**src/rtl/fdiv_pkg.sv**
```systemverilog
package fdiv_pkg;
  localparam int INT_W  = 8;
  localparam int FRAC_W = 30;
  localparam int CNT_W  = INT_W + 1;
  localparam int ERR_W  = FRAC_W + 1;

  typedef struct packed {
    logic [INT_W-1:0]  n;
    logic [FRAC_W-1:0] num;
    logic [FRAC_W-1:0] den;
  } ratio_t;

  function automatic logic ratio_ok(ratio_t r);
    return (r.n >= INT_W'(2)) && (r.den != '0) && (r.num < r.den);
  endfunction
endpackage

```
**src/rtl/fdiv_ratio_hold.sv**
```systemverilog
module fdiv_ratio_hold
  import fdiv_pkg::*;
#(
  parameter int RST_INT = 2
) (
  input  logic   clk,
  input  logic   rst_n,
  input  logic   load,
  input  ratio_t load_val,
  input  logic   boundary,
  output ratio_t nxt_ratio,
  output logic   adopt
);
  localparam ratio_t RST_RATIO = '{n: INT_W'(RST_INT), num: '0, den: FRAC_W'(1)};

  ratio_t act_q, pend_q;
  logic   pend_v_q;

  assign adopt     = boundary && pend_v_q;
  assign nxt_ratio = adopt ? pend_q : act_q;

  always_ff @(posedge clk) begin
    if (!rst_n) begin
      act_q    <= RST_RATIO;
      pend_q   <= RST_RATIO;
      pend_v_q <= 1'b0;
    end else begin
      if (adopt) begin
        act_q    <= pend_q;
        pend_v_q <= 1'b0;
      end
      if (load && ratio_ok(load_val)) begin
        pend_q   <= load_val;
        pend_v_q <= 1'b1;
      end
    end
  end
endmodule

```
**src/rtl/fdiv_err_accum.sv**
```systemverilog
module fdiv_err_accum
  import fdiv_pkg::*;
(
  input  logic              clk,
  input  logic              rst_n,
  input  logic              boundary,
  input  logic              adopt,
  input  ratio_t            nxt_ratio,
  output logic              up_nxt,
  output logic [ERR_W-1:0]  phase_err
);
  logic [FRAC_W-1:0] acc_q;
  logic              up_q;
  logic [FRAC_W:0]   sum;
  logic [FRAC_W-1:0] acc_nxt;

  always_comb begin
    sum = {1'b0, acc_q} + {1'b0, nxt_ratio.num};
    if (up_q) sum = sum - {1'b0, nxt_ratio.den};
    acc_nxt = adopt ? '0 : sum[FRAC_W-1:0];
    up_nxt  = ({1'b0, acc_nxt} + {1'b0, nxt_ratio.num}) >= {1'b0, nxt_ratio.den};
  end

  always_ff @(posedge clk) begin
    if (!rst_n) begin
      acc_q <= '0;
      up_q  <= 1'b0;
    end else if (boundary) begin
      acc_q <= acc_nxt;
      up_q  <= up_nxt;
    end
  end

  assign phase_err = '0 - {1'b0, acc_q};
endmodule

```
**src/rtl/fdiv_wave_gen.sv**
```systemverilog
module fdiv_wave_gen
  import fdiv_pkg::*;
#(
  parameter int RST_INT = 2
) (
  input  logic             clk,
  input  logic             rst_n,
  input  logic [INT_W-1:0] n_nxt,
  input  logic             up_nxt,
  output logic             boundary,
  output logic             clk_out
);
  logic [CNT_W-1:0] cnt_q, len_q, cnt_n, len_n;
  logic             clk_n;

  assign boundary = (cnt_q == len_q - CNT_W'(1));

  always_comb begin
    if (boundary) begin
      cnt_n = '0;
      len_n = {1'b0, n_nxt} + CNT_W'(up_nxt);
      clk_n = 1'b0;
    end else begin
      cnt_n = cnt_q + CNT_W'(1);
      len_n = len_q;
      clk_n = cnt_n >= (len_q - (len_q >> 1));
    end
  end

  always_ff @(posedge clk) begin
    if (!rst_n) begin
      cnt_q   <= '0;
      len_q   <= CNT_W'(RST_INT);
      clk_out <= 1'b0;
    end else begin
      cnt_q   <= cnt_n;
      len_q   <= len_n;
      clk_out <= clk_n;
    end
  end
endmodule

```
**src/rtl/fdiv_channel.sv**
```systemverilog
module fdiv_channel
  import fdiv_pkg::*;
#(
  parameter int RST_INT = 2
) (
  input  logic             clk,
  input  logic             rst_n,
  input  logic             load,
  input  ratio_t           load_val,
  output logic             clk_out,
  output logic [ERR_W-1:0] phase_err
);
  ratio_t nxt_ratio;
  logic   adopt, boundary, up_nxt;

  fdiv_ratio_hold #(.RST_INT(RST_INT)) u_hold (
    .clk(clk), .rst_n(rst_n), .load(load), .load_val(load_val),
    .boundary(boundary), .nxt_ratio(nxt_ratio), .adopt(adopt)
  );

  fdiv_err_accum u_acc (
    .clk(clk), .rst_n(rst_n), .boundary(boundary), .adopt(adopt),
    .nxt_ratio(nxt_ratio), .up_nxt(up_nxt), .phase_err(phase_err)
  );

  fdiv_wave_gen #(.RST_INT(RST_INT)) u_wave (
    .clk(clk), .rst_n(rst_n), .n_nxt(nxt_ratio.n), .up_nxt(up_nxt),
    .boundary(boundary), .clk_out(clk_out)
  );
endmodule

```
**src/rtl/frac_clk_div.sv**
```systemverilog
module frac_clk_div
  import fdiv_pkg::*;
#(
  parameter int NUM_CH  = 4,
  parameter int RST_INT = 2
) (
  input  logic                          clk,
  input  logic                          rst_n,
  input  logic [NUM_CH-1:0]             cfg_load,
  input  logic [NUM_CH-1:0][INT_W-1:0]  cfg_int,
  input  logic [NUM_CH-1:0][FRAC_W-1:0] cfg_num,
  input  logic [NUM_CH-1:0][FRAC_W-1:0] cfg_den,
  output logic [NUM_CH-1:0]             div_clk,
  output logic [NUM_CH-1:0][ERR_W-1:0]  phase_err
);
  for (genvar c = 0; c < NUM_CH; c++) begin : g_ch
    ratio_t val;
    assign val = '{n: cfg_int[c], num: cfg_num[c], den: cfg_den[c]};
    fdiv_channel #(.RST_INT(RST_INT)) u_ch (
      .clk(clk), .rst_n(rst_n), .load(cfg_load[c]), .load_val(val),
      .clk_out(div_clk[c]), .phase_err(phase_err[c])
    );
  end
endmodule

```
**config.mk**
```make
export PLATFORM = sky130hd
export DESIGN_NAME = frac_clk_div
export DESIGN_NICKNAME = d
export VERILOG_FILES = /design/src/rtl/fdiv_pkg.sv /design/src/rtl/fdiv_ratio_hold.sv /design/src/rtl/fdiv_err_accum.sv /design/src/rtl/fdiv_wave_gen.sv /design/src/rtl/fdiv_channel.sv /design/src/rtl/frac_clk_div.sv
export SDC_FILE = /design/constraint.sdc
export NUM_CORES = 2
export LEC_CHECK = 0
export BUFFER_PORTS_ARGS = -buffer_cell sky130_fd_sc_hd__buf_2
export CORE_MARGIN = 4
export CORE_UTILIZATION = 45
export CTS_BUF_LIST = sky130_fd_sc_hd__clkbuf_8
export DETAILED_ROUTE_END_ITERATION = 12
export PLACE_DENSITY = 0.7
export SLEW_MARGIN = 0
export SYNTH_ARGS = -nofsm -noshare
export SYNTH_HDL_FRONTEND = slang
export SYNTH_SLANG_ARGS = --single-unit
export TNS_END_PERCENT = 100
```
**constraint.sdc**
```tcl
create_clock -name clk -period 9.5 [get_ports clk]
set_input_delay 0.475 -clock clk [delete_from_list [all_inputs] [get_ports clk]]
set_output_delay 0.475 -clock clk [all_outputs]
set_load 0.01 [all_outputs]
```
==> flow_summary.ini <==
[outcome]
status = complete, but fails checks
violations = negative setup slack

[worst_setup_path]
crit_arrival_ns = 10.57
start_kind = flip-flop
slowest_delay_ns = 0.62
crit_fanout = 5
worstPathRequired_ns = 10.23
crit_type = reg2reg
crit_path_end_kind = flip-flop
slowest_stage = or4_4

[global_route]
grt_first_pass_wirelength_mm = 297.9
grt_max_degree = 218
antenna_found_initial = 6
grt_pass1_vias = 57568
grt-ovfl-total = 0
grt_util_all_layers_pct = 27.66

[logic_synthesis]
syn_inst = 6903
synth_fp_nets = 7907
ys_types = 89
yosysSeqAreaShare_pct = 26.57
yosys.area.top_type = dfxtp_1
synth_top_cells_by_count = dfxtp_1, nor2_1, ha_1, nand2_1, a21oi_1
yosysWarningCount = 0
synth-edff-count = 0
synthTopCellsByArea = dfxtp_1, ha_1, xnor2_1, mux2i_1, nor2_1
post-synth-top-count-cell = dfxtp_1
async_flop_share_pct = 0
avgSynthCellArea_sq_um = 8.164
synthFlopType = dfxtp_1
synth_top_area_share_pct = 26.57
synth-seq-cells = 748
syn-cell-area_sq_um = 56350

[clocking]
cts_max_path_buffers = 3
htreeDepth = 4
clk_latency_ns = 0.88
cts-buffers-inserted = 141
cts_sinks = 748
cts-root-buf = clkbuf_8
path_clk_slew_ns = 0.06
cts_tree = built

[die]
rows = 129
start_util_pct = 45.46
die_area_sq_um = 131000
core_sq_um = 124000
io_pins = 406
die-height_microns = 361.9
die_w_microns = 361.9

[finish]
fillers = 10049
final_util_pct = 63.19
layoutNonFillerInstCount = 10509
drive_gt1_share_pct = 28.80
final_nets = 9763
syn_to_final_growth_pct = 39.00

[pwr]
vdd.ir_drop.worst_mv = 0.3482
p_per_area_nw_per_um2 = 310.8
p_leak_nw = 37.71

[sta]
clock_skew_ns = 0.05184
max_freq_ghz = 0.1016
hold_ws_ns = 0.06117
fin_crit_ns = 9.840
fin_crit_sh_pct = 103.6
rsz0062_at_grt = yes
setup_viol_count_final = 28
relSlewSlack_pct = 20.66
worst_slew_pin_slew_ns = 1.190
hold_viol_final = 0
fin_ws_ns = -0.3396
slew_viol_final = 0

[drt]
drtIter0Drc = 3959
vias_per_cell = 5.498
wire_per_inst_microns = 18.12
vias = 57781
final_antenna_net_count = 0
drt_pre_antenna_iters = 6
drc = 0
routed_wl_mm = 190.4

[place]
dp_hpwl_mm = 136.8
portBuffers = 405
placedCellCount = 9794
preCtsSetupSlack_ns = -1.657
place.gp.congestion = 0.9515

[run]
drv_cap = 0

[hold_path]
hold_class = in2reg
==> power by group <==
part	internal, W	switching, W
sequential	0.00337	0.000242
combinational	0.00846	0.00882
clock	0.00194	0.00151
total	0.0138	0.0106
==> layer usage <==
layer | track usage, % | up-vias | share of wire (%)
li1 | - | 28284 | -
met1 | 33.98 | 27237 | 42
met2 | 48.02 | 1733 | 48
met3 | 3.560 | 527 | 4.9
met4 | 13.10 | 0 | 4.9
met5 | 0 | - | 0
==> metrics by stage <==
stage / TNS, ns / instance area [sq um] / total power, W
after CTS: -1.735 / 76350 / 0.02329
final: -4.719 / 78330 / 0.02434
after global placement: -34.00 / 67940 / 0.01826
after detailed placement: -36.84 / 67940 / 0.01849
after global routing: -20.59 / 78330 / 0.02606
after floorplan: -0.02855 / 56520 / 0.01265
==> logic make-up after synthesis <==
group | count (synthesis) | synth area share (%)
buffers and inverters | 569 | 3.999
multiplexers | 422 | 7.720
AND/OR/NAND/NOR | 2313 | 19.23
XOR/XNOR | 543 | 8.566
AO/OA/AOI/OAI | 1582 | 17.58
adder cells (fa/ha/maj) | 726 | 16.33
flip-flops | 748 | 26.57
==> placed cells by master (no fill, tap or decap), drive strengths merged, types with 67 or more instances in the layout <==
master,n
o21ai,403
mux2,101
clkbuf,168
nor2,746
inv,326
nand3,301
a21oi,446
nand4,76
nor4,75
dlygate4sd3,273
a211oi,67
mux2i,321
nand2,556
dfxtp,748
buf,1715
xnor2,370
and2,107
and3,68
nand2b,85
xor2,168
nor3,124
a21o,254
ha,710
o21a,81
==> flip-flops by register name, summed over array words and instances, names as in the netlist <==
name / count
g_ch.u_ch.u_hold.act_q: 272
g_ch.u_ch.u_hold.pend_q: 272
g_ch.u_ch.u_acc.acc_q: 120
g_ch.u_ch.u_wave.cnt_q: 36
g_ch.u_ch.u_wave.len_q: 36
g_ch.u_ch.u_acc.up_q: 4
g_ch.u_ch.u_hold.pend_v_q: 4
g_ch.u_ch.u_wave.clk_out: 4
==> final cells by class <==
class | instances | area (sq um) | area share [%]
multi-input combinational | 5586 | 42190 | 53.87
antenna | 7 | 17.52 | 0.02236
inverter | 294 | 1144 | 1.460
clock inverter | 81 | 733.2 | 0.9361
sequential | 748 | 15000 | 19.16
tap | 1637 | 2048 | 2.615
timing repair buffer | 1988 | 14880 | 18.99
clock buffer | 168 | 2312 | 2.952
==> critical path, delay by kind of cell (launching register included) <==
family                     cells  cell delay, ns
muxes                          2            0.53
buffers and inverters          7            0.70
AOI/OAI and AO/OA             22            3.78
and+or+nand+nor               13            1.89
xor gates and xnor gates       5            0.59
DFF                            1            0.36
adders and majority gates      8            1.83
==> repair_timing <==
item	in CTS	in global routing
setup buffers	116	74
hold endpoints to repair	272	0
resized for setup	399	295
setup endpoints to repair	39	39
pin swaps	241	249
hold buffers	273	0
==> path summary, 6_finish.rpt <==
kind,from,end,slack [ns],depth (start not counted)
setup / recovery,g_ch[0].u_ch.u_wave.len_q[4],g_ch[0].u_ch.u_wave.len_q[2],-0.34,57
hold / removal,rst_n,g_ch[1].u_ch.u_wave.len_q[1],0.06,2
setup reg to reg,g_ch[0].u_ch.u_wave.len_q[4],g_ch[0].u_ch.u_wave.len_q[2],-0.34,57
hold reg to reg,g_ch[0].u_ch.u_hold.pend_q[52],g_ch[0].u_ch.u_hold.pend_q[52],0.46,2
Power figures use the tool's default switching activity.
